### src/rtl/bpc_pkg.sv
package bpc_pkg;
  typedef enum logic [2:0] {
    ST_IDLE = 3'd0,
    ST_T1   = 3'd1,
    ST_T2   = 3'd2,
    ST_T1P  = 3'd3,
    ST_T2P  = 3'd4,
    ST_T2I  = 3'd5
  } bus_st_e;
endpackage

### src/rtl/bpc_seq.sv
// Bus-state sequencer: decides when a request is taken and which state follows.
module bpc_seq
  import bpc_pkg::*;
(
  input  logic    clk,
  input  logic    rst_n,
  input  logic    req_valid,
  input  logic    bus_ready,
  input  logic    bus_na,
  output bus_st_e state_q,
  output logic    accept,
  output logic    ads_q
);
  bus_st_e state_d;
  logic    pend_q, pend_d;
  logic    early;

  always_comb begin
    state_d = state_q;
    accept  = 1'b0;
    early   = 1'b0;
    unique case (state_q)
      ST_IDLE: begin
        if (req_valid) begin
          accept  = 1'b1;
          state_d = ST_T1;
        end
      end
      ST_T1: state_d = ST_T2;
      ST_T2, ST_T2P: begin
        if (bus_ready) begin
          if (pend_q) begin
            state_d = ST_T1P;
          end else if (req_valid) begin
            accept  = 1'b1;
            state_d = ST_T1;
          end else begin
            state_d = ST_IDLE;
          end
        end else if (bus_na && !pend_q && req_valid) begin
          // wait state: next address goes out early, state unchanged
          accept = 1'b1;
          early  = 1'b1;
        end
      end
      ST_T1P: begin
        state_d = req_valid ? ST_T2P : ST_T2I;
        if (bus_na && req_valid) begin
          accept = 1'b1;
          early  = 1'b1;
        end
      end
      ST_T2I: begin
        if (bus_ready) state_d = ST_IDLE;
      end
      default: state_d = ST_IDLE;
    endcase
    if (early)                 pend_d = 1'b1;
    else if (state_d == ST_T1P) pend_d = 1'b0;
    else                        pend_d = pend_q;
  end

  always_ff @(posedge clk or negedge rst_n) begin
    if (!rst_n) begin
      state_q <= ST_IDLE;
      pend_q  <= 1'b0;
      ads_q   <= 1'b0;
    end else begin
      state_q <= state_d;
      pend_q  <= pend_d;
      ads_q   <= accept;
    end
  end
endmodule

### src/rtl/bpc_hold.sv
// Load-enabled holding register for the address and cycle definition.
module bpc_hold #(
  parameter int W = 8
) (
  input  logic         clk,
  input  logic         rst_n,
  input  logic         load,
  input  logic [W-1:0] d,
  output logic [W-1:0] q
);
  logic [W-1:0] q_d;

  always_comb begin
    q_d = load ? d : q;
  end

  always_ff @(posedge clk or negedge rst_n) begin
    if (!rst_n) q <= '0;
    else        q <= q_d;
  end
endmodule

### src/rtl/pipe_addr_bus_ctrl.sv
module pipe_addr_bus_ctrl
  import bpc_pkg::*;
#(
  parameter int ADDR_W = 30,
  parameter int BE_W   = 4
) (
  input  logic              clk,
  input  logic              rst_n,
  input  logic              req_valid,
  input  logic [ADDR_W-1:0] req_addr,
  input  logic [BE_W-1:0]   req_be,
  input  logic              req_write,
  input  logic              req_data,
  input  logic              req_mem,
  output logic              req_accept,
  input  logic              bus_ready,
  input  logic              bus_na,
  output logic [ADDR_W-1:0] bus_addr,
  output logic [BE_W-1:0]   bus_be,
  output logic              bus_write,
  output logic              bus_data,
  output logic              bus_mem,
  output logic              bus_ads,
  output logic [2:0]        bus_state
);
  localparam int DEF_W = ADDR_W + BE_W + 3;

  logic [1:0]       rs_q;
  logic             srst_n;
  bus_st_e          st;
  logic [DEF_W-1:0] def_q;

  // asynchronous assertion, synchronous release
  always_ff @(posedge clk or negedge rst_n) begin
    if (!rst_n) rs_q <= 2'b00;
    else        rs_q <= {rs_q[0], 1'b1};
  end
  assign srst_n = rs_q[1];

  bpc_seq u_seq (
    .clk       (clk),
    .rst_n     (srst_n),
    .req_valid (req_valid),
    .bus_ready (bus_ready),
    .bus_na    (bus_na),
    .state_q   (st),
    .accept    (req_accept),
    .ads_q     (bus_ads)
  );

  bpc_hold #(.W(DEF_W)) u_def (
    .clk   (clk),
    .rst_n (srst_n),
    .load  (req_accept),
    .d     ({req_addr, req_be, req_write, req_data, req_mem}),
    .q     (def_q)
  );

  assign {bus_addr, bus_be, bus_write, bus_data, bus_mem} = def_q;
  assign bus_state = st;
endmodule

### config.mk
export PLATFORM = sky130hd
export DESIGN_NAME = pipe_addr_bus_ctrl
export DESIGN_NICKNAME = d
export VERILOG_FILES = /design/src/rtl/bpc_pkg.sv /design/src/rtl/bpc_seq.sv /design/src/rtl/bpc_hold.sv /design/src/rtl/pipe_addr_bus_ctrl.sv
export SDC_FILE = /design/constraint.sdc
export NUM_CORES = 1
export LEC_CHECK = 0
export BUFFER_PORTS_ARGS = -buffer_cell sky130_fd_sc_hd__buf_2
export CORE_MARGIN = 3
export CORE_UTILIZATION = 48
export CTS_BUF_LIST = sky130_fd_sc_hd__clkbuf_2 sky130_fd_sc_hd__clkbuf_4 sky130_fd_sc_hd__clkbuf_8
export DETAILED_ROUTE_END_ITERATION = 12
export GPL_TIMING_DRIVEN = 0
export PLACE_DENSITY = 0.81
export RECOVER_POWER = 100
export SYNTH_ARGS = -nofsm -noshare
export SYNTH_HDL_FRONTEND = slang
export SYNTH_SLANG_ARGS = --single-unit
### constraint.sdc
create_clock -name clk -period 1.95 [get_ports clk]
set_clock_uncertainty 0.1 [all_clocks]
set_input_delay 0.39 -clock clk [delete_from_list [all_inputs] [get_ports clk]]
set_output_delay 0.39 -clock clk [all_outputs]
set_load 0.05 [all_outputs]
==> results.txt, run 1 <==
----------------------------------------------------
[Layout]
  Commonest cells after routing, fill and taps aside ... buf_2, dfrtp_1, mux2_4, mux2_2, buf_4
  Footprint of the multi-input gates ... 693.2 µm²
  Ratio of cells with drive above 1 in the final layout ... 0.6758
  Area Overhead vs Synth ... 35.78%
  Most common library cell in the layout ignoring fill and taps ... buf_2
  Final Cell Area ... 2521 µm²
  Seq. cell area ... 1106 µm²
  FILL cells ... 253
  Number of nets in the finished design ... 260
  Utilization after layout ... 0.7161
  Number of antenna diodes ... 0
  Layout Cells excl Fill ... 265

[Floorplan]
  Die Area ... 4651 µm²
  Floorplan die height ... 68.20 µm
  Overall die width ... 68.20 µm
  Top-level I/O count ... 84
  Initial core utilization ... 0.5274
  Core Footprint ... 3521 µm²
  Standard-cell rows ... 21

[Clocking]
  Max Buffers Root-to-Sink ... 2
  CTS Sinks ... 44
  H-tree lvl count ... 2
  Clock input transition at the sequential cells of the worst setup and hold paths ... 0.08 ns
  Later-pin clock latency in the skew report ... 0.28 ns
  TritonCTS Buffers ... 5
  Clk root buf ... clkbuf_8
  CTS tree ... built

[Routing]
  Routed len/inst ... 15.27 µm
  ANT nets after route ... 0
  Starting DRT DRC Count ... 17
  Detailed-route via count ... 1328
  Number of design rule violations left after detail routing ... 0
  Detailed-routing iteration count for the pre-antenna-repair pass ... 5
  Vias per std cell ... 5.011
  DRT Wirelength ... 4.046 mm

[Timing]
  Crit share post-route ... 1.056
  RSZ-0062 raised after global routing ... true
  Pins Over Slew Limit ... 0
  Min setup slack post-route ... -0.1088 ns
  Clock period minus worst slack ... 2.059 ns
  Final Hold Violating Endpoints ... 0
  Fmax ... 485.7 MHz
  Relative slew slack ... 0.4225
  Worst Tran Pin Value ... 0.8662 ns
  Setup violations, final ... 7

[Global routing]
  Initial antenna violation count ... 0
  GR Overflow Total ... 0
  Total track usage ... 0.1769
  Pin count of the biggest net entering global routing ... 43
  Global-route wire length before repair ... 5.871 mm
  Via count of the first global-routing pass ... 1299

[Worst setup path]
  Type of element capturing the critical path ... output port
  Crit-path cells ... buf_8 > nor2_4 > o2111ai_2 > o21ai_2 > buf_6 > buf_12 > buf_12
  Most numerous cell on the critical path ... buf_12
  Critical path peak fanout ... 10
  Critical-path top delay cell ... dfrtp_2
  Start-to-end type of the worst setup path ... reg -> out
  WP data arrival ... 1.57 ns
  Longest individual stage delay on the worst path ... 0.42 ns
  Category of the worst setup path launch point ... register
  Required time at the worst-slack endpoint ... 1.46 ns

[Job]
  Total of max-cap violations ... 0

[Placement]
  Count of input and output buffers ... 82
  Pre-CTS worst setup slack ... -0.1930 ns
  Routability-driven placement congestion ratio ... 0.7800
  Detailed Place HPWL ... 2.927 mm
  Placed Cells incl. Taps ... 251
  Area post-placement ... 2330 µm²

[Yosys]
  Number of library cell types mapped by synthesis ... 25
  YS warnings ... 0
  Syn_area_per_cell ... 15.10 µm²
  EDFF count, synth ... 0
  Cell area after synthesis ... 1857 µm²
  Top FF cell, synth ... dfrtp_1
  Number of instances in the synthesized netlist ... 123
  Portion of the post-synthesis area used by sequential elements ... 0.5930
  Async set-or-reset flop fraction in the synthesized netlist ... 1.000
  Number of synthesized register bits ... 44
  Net count after synthesis ... 165

[Outcome]
  Failing checks ... negative setup slack
  Status ... finished with violations

[Min path]
  Tightest Hold Check Type ... in -> reg

----------------------------------------------------
[routing by layer]
layer  global-route usage  vias up  part of all wire  wire, µm
li1                     -      610                 -         -
met1               0.1931      641              0.38      1548
met2               0.3201       69              0.53      2133
met3              0.04762        8             0.074       300
met4              0.07444        0             0.016        63
met5                    0        -                 0         0
[state kept, by name, summed over array words and instances (netlist names)]
signal / cells
rs_q: 2
u_def.q: 37
u_seq.ads_q: 1
u_seq.pend_q: 1
u_seq.state_q: 3
[worst max-delay path: cells and delay by family (launching register included)]
| kind | cells | cell delay [ns] |
|---|---|---|
| flip-flops | 1 | 0.42 |
| buffers and inverters | 4 | 0.51 |
| AO/OA/AOI/OAI | 2 | 0.25 |
| AND/OR/NAND/NOR | 1 | 0.11 |
[kinds of logic after synthesis]
logic type	after synthesis	synth area share
compound gates	13	0.04313
xor+xnor	2	0.009436
buf+inv	10	0.05053
flops	44	0.5930
mux	38	0.2682
other cells	1	0.002020
simple gates	15	0.03369
[path summary, 6_finish.rpt]
path / start / endpoint / slack (ns) / cells past startpoint
hold / removal: req_addr[5] / u_def.q[12]$_DFFE_PN0P_ / 0.23 / 2
setup / recovery: u_seq.state_q[0]$_DFF_PN0_ / req_accept / -0.11 / 7
min in group asynchronous: rs_q[1]$_DFF_PN0_ / u_def.q[6]$_DFFE_PN0P_ / 0.30 / 0
max in group asynchronous: rs_q[1]$_DFF_PN0_ / u_seq.state_q[1]$_DFF_PN0_ / 0.85 / 0
hold reg to reg: rs_q[0]$_DFF_PN0_ / rs_q[1]$_DFF_PN0_ / 0.25 / 0
setup reg to reg: u_seq.state_q[0]$_DFF_PN0_ / u_def.q[35]$_DFFE_PN0P_ / -0.01 / 8
[final cells by class]
class	instances	share of cell area
clock buffers	6	0.03027
multi-input cells	69	0.2749
flip-flops and latches	44	0.4387
inverters	2	0.002978
well taps	46	0.02283
clock inverters	2	0.004963
repair buffers	89	0.1901
plain buffers	7	0.03524
[cell usage after synthesis, types with 2 or more instances]
cell | instances | area (µm²)
buf_12 | 2 | 40.04
a211oi_1 | 2 | 15.01
nor2_1 | 8 | 30.03
buf_4 | 2 | 15.01
inv_1 | 2 | 7.510
mux2_4 | 19 | 285.3
a21oi_1 | 3 | 15.01
o21ai_0 | 4 | 20.02
nand2_1 | 4 | 15.01
dfrtp_1 | 44 | 1101
mux2_2 | 18 | 202.7
buf_6 | 2 | 22.52
[repair_timing]
item,CTS,global route
endpoints found under the hold margin,2,0
endpoints found under the setup margin,1,20
hold buffers,1,0
pin swaps,2,1
buffers inserted,6,0
gates resized for setup,8,6
[metrics by stage]
step	TNS [ns]	hold slack [ns]
final	-0.1383	0.2291
after global routing	-1.157	0.2098
after CTS	-0.09334	0.2181
after detailed placement	-0.1930	0.07737
after global placement	-0.09549	0.07619
after floorplan	0	-0.005591
Power of run 1 is not shown: default switching activity piles up to over one toggle a cycle in this logic, so the estimate is an artifact.
==> run 2: changes to the inputs <==
--- a/config.mk
+++ b/config.mk
@@ -11,8 +11,7 @@
 export CTS_BUF_LIST = sky130_fd_sc_hd__clkbuf_2 sky130_fd_sc_hd__clkbuf_4 sky130_fd_sc_hd__clkbuf_8
 export DETAILED_ROUTE_END_ITERATION = 12
 export GPL_TIMING_DRIVEN = 0
-export PLACE_DENSITY = 0.81
-export RECOVER_POWER = 100
+export PLACE_DENSITY = 0.78
 export SYNTH_ARGS = -nofsm -noshare
 export SYNTH_HDL_FRONTEND = slang
 export SYNTH_SLANG_ARGS = --single-unit
==> run 2 against run 1 <==
Against the previous run: the flow still finishes with violations (negative setup slack); die area unchanged; clock-buffer cell count is the same; setup slack better by 0.021 ns; maximum frequency increased by 1.0%; routed wire length fell by 1.5%; register-to-register slack gained 0.05 ns; worst hold slack better by 0.0052 ns; critical endpoint unchanged.
==> results.txt, run 2 (same netlist as run 1, synthesis figures left out) <==
----------------------------------------------------
[Routing]
  Number of design rule violations left after detail routing ... 0 (unchanged)
  ANT nets after route ... 0 (unchanged)
  Vias per std cell ... 4.933 (-1.6%)
  Detailed-routing iteration count for the pre-antenna-repair pass ... 3 (-2)
  Routed len/inst ... 14.93 µm (-2.2%)
  Starting DRT DRC Count ... 44 (+27)
  DRT Wirelength ... 3.986 mm (-1.5%)
  Detailed-route via count ... 1317 (-0.83%)

[Worst setup path]
  Flop2flop setup slack ... 0.04 ns (+0.05 ns)
  Start-to-end type of the worst setup path ... reg -> out
  Critical path peak fanout ... 6 (-4)
  Longest individual stage delay on the worst path ... 0.48 ns (+0.06 ns)
  Required time at the worst-slack endpoint ... 1.46 ns (about the same)
  FF-to-FF Start ... u_seq.state_q[1]$_DFF_PN0_
  Most numerous cell on the critical path ... buf_12
  Worst setup startpoint ... u_seq.state_q[1]$_DFF_PN0_
  Kind of cell with the highest combined delay on the critical path ... flip-flops
  Type of element capturing the critical path ... output port
  Crit-path cells ... xor2_2 > o2111ai_2 > o21ai_2 > buf_6 > buf_12 > buf_12
  Category of the worst setup path launch point ... register
  WP data arrival ... 1.55 ns (-0.02 ns)
  Cell count of the worst reg-to-reg path ... 7 (-1)
  Number of buffer and inverter instances along the worst setup path ... 3 (-1)
  Critical-path top delay cell ... dfrtp_2
  Worst r2r dst ... u_def.q[34]$_DFFE_PN0P_
  Crit. path cell count ... 6 (-1)
  Endpoint of the worst setup timing path ... req_accept

[Layout]
  Layout Cells excl Fill ... 267 (+0.75%)
  Area Overhead vs Synth ... 38.27%
  Number of nets in the finished design ... 262 (+0.77%)
  Number of antenna diodes ... 0 (unchanged)
  Number of flip-flops in the largest register ... 37 (unchanged)
  Most common library cell in the layout ignoring fill and taps ... buf_2
  Biggest registers after layout ... u_def.q x37, u_seq.state_q x3, rs_q x2
  Register with the highest flop count ... u_def.q
  Commonest cells after routing, fill and taps aside ... buf_2, dfrtp_1, mux2_4, mux2_2, buf_4
  FILL cells ... 234 (-7.5%)
  Ratio of cells with drive above 1 in the final layout ... 0.6787 (+0.002934)

[Clocking]
  Max Buffers Root-to-Sink ... 2 (unchanged)
  Clock input transition at the sequential cells of the worst setup and hold paths ... 0.08 ns (about the same)
  Clk root buf ... clkbuf_8
  Later-pin clock latency in the skew report ... 0.28 ns (about the same)
  TritonCTS Buffers ... 5 (unchanged)
  H-tree lvl count ... 2 (unchanged)
  CTS tree ... built
  CTS Sinks ... 44 (unchanged)

[Timing]
  RSZ-0062 raised after global routing ... true
  Clock period minus worst slack ... 2.038 ns (-0.02093 ns)
  Pins Over Slew Limit ... 0 (unchanged)
  Setup violations, final ... 1 (-6)
  Crit share post-route ... 1.045 (-0.01073)
  Worst Tran Pin Value ... 0.8629 ns (-0.003256 ns)
  Relative slew slack ... 0.4247 (+0.002171)
  Final Hold Violating Endpoints ... 0 (unchanged)
  Fmax ... 490.7 MHz (+1.0%)
  Min setup slack post-route ... -0.08791 ns (+0.02093 ns)

[Floorplan]
  Floorplan die height ... 68.20 µm (unchanged)
  Overall die width ... 68.20 µm (unchanged)
  Standard-cell rows ... 21 (unchanged)
  Top-level I/O count ... 84 (unchanged)
  Core Footprint ... 3521 µm² (unchanged)
  Die Area ... 4651 µm² (unchanged)
  Initial core utilization ... 0.5274 (unchanged)

[Global routing]
  Met2 track utilization from global routing ... 0.2948 (-0.02527)
  Initial antenna violation count ... 0 (unchanged)
  Met3 usage in global routing ... 0.04269 (-0.004926)
  Global-route wire length before repair ... 5.885 mm (+0.24%)
  Pin count of the biggest net entering global routing ... 43 (unchanged)
  Met1 Usage GRT ... 0.2041 (+0.01095)
  Via count of the first global-routing pass ... 1313 (+1.1%)
  Most Crowded Layer GR ... met2
  Total track usage ... 0.1720 (-0.004843)
  GR Overflow Total ... 0 (unchanged)

[Min path]
  Tightest Hold Check Type ... in -> reg

[Placement]
  Count of input and output buffers ... 82 (unchanged)
  Placed Cells incl. Taps ... 251 (unchanged)
  Routability-driven placement congestion ratio ... 0.7216 (-7.5%)
  Detailed Place HPWL ... 2.937 mm (+0.33%)

[Outcome]
  Failing checks ... negative setup slack
  Status ... finished with violations

[Job]
  Total of max-cap violations ... 0 (unchanged)

----------------------------------------------------
run 2: cell types whose count changed in the layout (fill, tap and decap cells not counted):
cell | before | now
buf_4 | 7 | 9
buf_2 | 80 | 81
clkinv_4 | 0 | 1
clkbuf_8 | 5 | 6
clkinvlp_4 | 1 | 0
nor2_1 | 5 | 6
bufinv_16 | 0 | 1
clkbuf_4 | 1 | 0
clkinv_2 | 1 | 0
clkbuf_1 | 2 | 1
nor2_2 | 1 | 0
run 2: how the worst min path moves through the flow:
| stage | start | to | cells after the start |
|---|---|---|---|
| 3_3_place_gp | rst_n | rs_q[0]$_DFF_PN0_ | 1 |
| 3_5_place_dp | rst_n | rs_q[0]$_DFF_PN0_ | 1 |
| 5_1_grt | req_be[2] | u_def.q[5]$_DFFE_PN0P_ | 2 |
| 2_1_floorplan | rst_n | rs_q[0]$_DFF_PN0_ | 0 |
| 6_report | req_addr[3] | u_def.q[10]$_DFFE_PN0P_ | 2 |
| 4_1_cts | req_addr[3] | u_def.q[10]$_DFFE_PN0P_ | 2 |
run 2: per-layer routing:
layer,share of wire,up-vias
met5,0,-
met4,0.018,0
met3,0.082,8
met2,0.51,62
met1,0.39,630
li1,-,617
run 2: what timing repair did:
| action | CTS | global route |
|---|---|---|
| hold endpoints to repair | 2 | 0 |
| hold buffers | 1 | 0 |
| setup buffers | 7 | 1 |
| pin swaps | 2 | 0 |
| resized for setup | 10 | 3 |
| endpoints found under the setup margin | 1 | 20 |
run 2: layout make-up:
class	count	area, µm²	area share
repair buffers	91	495.5	0.1930
well taps	46	57.56	0.02242
inverters	2	7.507	0.002924
clock buffers	6	82.58	0.03216
multi-input cells	69	690.7	0.2690
clock inverters	2	38.79	0.01511
plain buffers	7	88.84	0.03460
flip-flops and latches	44	1106	0.4308
run 2: metrics by stage:
step             util  worst slack, ns   TNS, ns  hold slack (ns)  area (µm²)
3_3_place_gp   0.6613         -0.09505  -0.09505          0.07634        2328
4_1_cts        0.7225         -0.09403  -0.09403           0.2229        2544
5_1_grt        0.7292          -0.1644   -0.3721           0.2154        2567
3_5_place_dp   0.6617          -0.1501   -0.1501          0.07812        2330
2_1_floorplan       -         0.008859         0        -0.005591        1861
6_report       0.7292         -0.08791  -0.08791           0.2344        2567
run 2: worst reg2reg max path, cell delays in order, from the launching register on:
cell and delay (ns):
dfrtp_2 0.48, xor2_2 0.20, o2111ai_2 0.15, o21ai_2 0.10, buf_6 0.13, buf_4 0.18
buf_12 0.16, mux2_4 0.31
Power of run 2 is left out for the same reason.
==> run 3: changes to the inputs <==
--- a/config.mk
+++ b/config.mk
@@ -6,11 +6,10 @@
 export NUM_CORES = 1
 export LEC_CHECK = 0
 export BUFFER_PORTS_ARGS = -buffer_cell sky130_fd_sc_hd__buf_2
-export CORE_MARGIN = 3
+export CORE_MARGIN = 1
 export CORE_UTILIZATION = 48
 export CTS_BUF_LIST = sky130_fd_sc_hd__clkbuf_2 sky130_fd_sc_hd__clkbuf_4 sky130_fd_sc_hd__clkbuf_8
 export DETAILED_ROUTE_END_ITERATION = 12
-export GPL_TIMING_DRIVEN = 0
 export PLACE_DENSITY = 0.78
 export SYNTH_ARGS = -nofsm -noshare
 export SYNTH_HDL_FRONTEND = slang
==> run 3 against run 2 <==
Against the previous run: the run now ends clean; die area down 11%; clock-buffer cell count down 1; setup slack better by 0.11 ns; cell count unchanged; sequential share of layout area up 0.25 points; critical path type unchanged; non-clock buffer count down 2; highest routed layer unchanged; first-iteration DRC count up 14%; core utilization down 3.7 points; via count down 0.76%; register-to-register slack about the same; critical path depth down 2.
==> results.txt, run 3 (same netlist as run 1, synthesis figures left out) <==
----------------------------------------------------
[Floorplan]
  Initial core utilization ... 0.5034 (-0.02397)
  Core Footprint ... 3689 µm² (+4.8%)
  Die Area ... 4121 µm² (-11%)
  Standard-cell rows ... 22 (+4.8%)
  Top-level I/O count ... 84 (unchanged)
  Floorplan die height ... 64.20 µm (-5.9%)
  Overall die width ... 64.20 µm (-5.9%)

[Worst setup path]
  Category of the worst setup path launch point ... register
  Start-to-end type of the worst setup path ... reg -> out
  Longest individual stage delay on the worst path ... 0.46 ns (-0.02 ns)
  Type of element capturing the critical path ... output port
  WP data arrival ... 1.44 ns (-0.11 ns)
  Worst r2r dst ... u_def.q[15]$_DFFE_PN0P_
  Number of buffer and inverter instances along the worst setup path ... 1 (-2)
  FF-to-FF Start ... u_seq.state_q[0]$_DFF_PN0_
  Crit-path cells ... and3_1 > nor2_1 > o21ai_4 > buf_8
  Kind of cell with the highest combined delay on the critical path ... flip-flops
  Required time at the worst-slack endpoint ... 1.46 ns (about the same)
  Critical path peak fanout ... 7 (+1)
  Flop2flop setup slack ... 0.04 ns (about the same)
  Cell count of the worst reg-to-reg path ... 6 (-1)
  Critical-path top delay cell ... dfrtp_2

[Clocking]
  CTS tree ... built
  Max Buffers Root-to-Sink ... 2 (unchanged)
  Clk root buf ... clkbuf_8
  Clock input transition at the sequential cells of the worst setup and hold paths ... 0.08 ns (about the same)
  H-tree lvl count ... 2 (unchanged)
  TritonCTS Buffers ... 5 (unchanged)
  CTS Sinks ... 44 (unchanged)
  Later-pin clock latency in the skew report ... 0.30 ns (+0.02 ns)

[Timing]
  Final Hold Violating Endpoints ... 0 (unchanged)
  Pins Over Slew Limit ... 0 (unchanged)
  Crit share post-route ... 0.9877 (-0.05739)
  Fmax ... 519.2 MHz (+5.8%)
  Clock period minus worst slack ... 1.926 ns (-0.1119 ns)
  Setup violations, final ... 0 (-1)

[Placement]
  Routability-driven placement congestion ratio ... 0.7588 (+5.2%)
  Count of input and output buffers ... 83 (+1.2%)
  Detailed Place HPWL ... 2.707 mm (-7.8%)

[Layout]
  Number of antenna diodes ... 0 (unchanged)
  Register with the highest flop count ... u_def.q
  Utilization after layout ... 0.6920 (-0.03722)
  Number of flip-flops in the largest register ... 37 (unchanged)
  Most common library cell in the layout ignoring fill and taps ... buf_2
  Commonest cells after routing, fill and taps aside ... buf_2, dfrtp_1, mux2_4, mux2_2, buf_4
  Biggest registers after layout ... u_def.q x37, u_seq.state_q x3, rs_q x2
  Number of nets in the finished design ... 260 (-0.76%)
  Area Overhead vs Synth ... 37.47%
  Ratio of cells with drive above 1 in the final layout ... 0.6712 (-0.007500)

[Min path]
  Tightest Hold Check Type ... reg -> async

[Routing]
  Detailed-route via count ... 1307 (-0.76%)
  Routed len/inst ... 14.03 µm (-6.0%)
  Detailed-routing iteration count for the pre-antenna-repair pass ... 4 (+1)
  ANT nets after route ... 0 (unchanged)
  Number of design rule violations left after detail routing ... 0 (unchanged)
  Met3 routed WL ... 231 µm (-29%)
  Starting DRT DRC Count ... 50 (+14%)
  Detailed-routing wirelength on met1 ... 1.552 mm (-1.1%)
  Amount of wire on met2 after detailed routing ... 1.921 mm (-4.8%)
  Top metal layer carrying routed signals ... met4
  Vias per std cell ... 4.895 (-0.76%)
  DRT Wirelength ... 3.747 mm (-6.0%)

[Global routing]
  GR Overflow Total ... 0 (unchanged)
  Via count of the first global-routing pass ... 1298 (-1.1%)
  Global-route wire length before repair ... 5.740 mm (-2.5%)
  Total track usage ... 0.1880 (+0.01592)
  Pin count of the biggest net entering global routing ... 32 (-26%)
  Initial antenna violation count ... 0 (unchanged)

[Outcome]
  Status ... finished, final reports clean

[Job]
  Total of max-cap violations ... 0 (unchanged)

----------------------------------------------------
[run 3: cell count changes in the layout (fill, tap and decap cells not counted), sizes merged]
| cell | before | now |
|---|---|---|
| bufinv | 1 | 3 |
| clkbuf | 7 | 5 |
| buf | 96 | 95 |
| clkinv | 1 | 0 |
[run 3: worst max path at each step]
| stage | startpoint | slack (ns) | endpoint | cells after the start |
|---|---|---|---|---|
| global placement | bus_na | 0.08 | u_def.q[20]$_DFFE_PN0P_ | 6 |
| floorplan | u_seq.state_q[1]$_DFF_PN0_ | 0.009 | u_def.q[10]$_DFFE_PN0P_ | 7 |
| detailed placement | bus_na | 0.03 | u_def.q[17]$_DFFE_PN0P_ | 6 |
| finish | u_seq.state_q[0]$_DFF_PN0_ | 0.02 | req_accept | 4 |
| CTS | u_seq.state_q[0]$_DFF_PN0_ | 0.009 | u_def.q[17]$_DFFE_PN0P_ | 6 |
| global route | u_seq.state_q[0]$_DFF_PN0_ | -0.02 | req_accept | 4 |
[run 3: layout make-up]
type / instances / area [µm²]
timing repair buffer: 96 / 541.8
clock inverter: 3 / 90.09
fill: 288 / 1136
sequential: 44 / 1106
multi-input combinational: 69 / 678.2
tap: 48 / 60.06
clock buffer: 5 / 68.82
inverter: 2 / 7.507
[run 3: what timing repair did]
item,CTS,global route
pin swaps,1,1
gates resized for setup,2,4
endpoints found under the hold margin,2,0
setup endpoints to repair,2,20
hold buffers,1,0
setup buffers,2,0
[run 3: metal layers]
metal	vias to the layer above	GRT usage
met5	-	0
met3	3	0.05536
li1	612	-
met1	642	0.2184
met2	50	0.3298
met4	0	0.06389
[run 3: stage by stage]
step / hold slack [ns] / setup WS [ns] / instances / TNS [ns] / cell area, µm²
2_1_floorplan: -0.005591 / 0.008859 / 123 / 0 / 1861
3_3_place_gp: 0.04606 / 0.07591 / 256 / 0 / 2346
3_5_place_dp: 0.04448 / 0.02781 / 256 / 0 / 2346
4_1_cts: 0.04907 / 0.008881 / 267 / 0 / 2536
5_1_grt: 0.06496 / -0.01865 / 267 / -0.01911 / 2552
6_report: 0.03500 / 0.02401 / 267 / 0 / 2552
Power of run 3 is left out for the same reason.
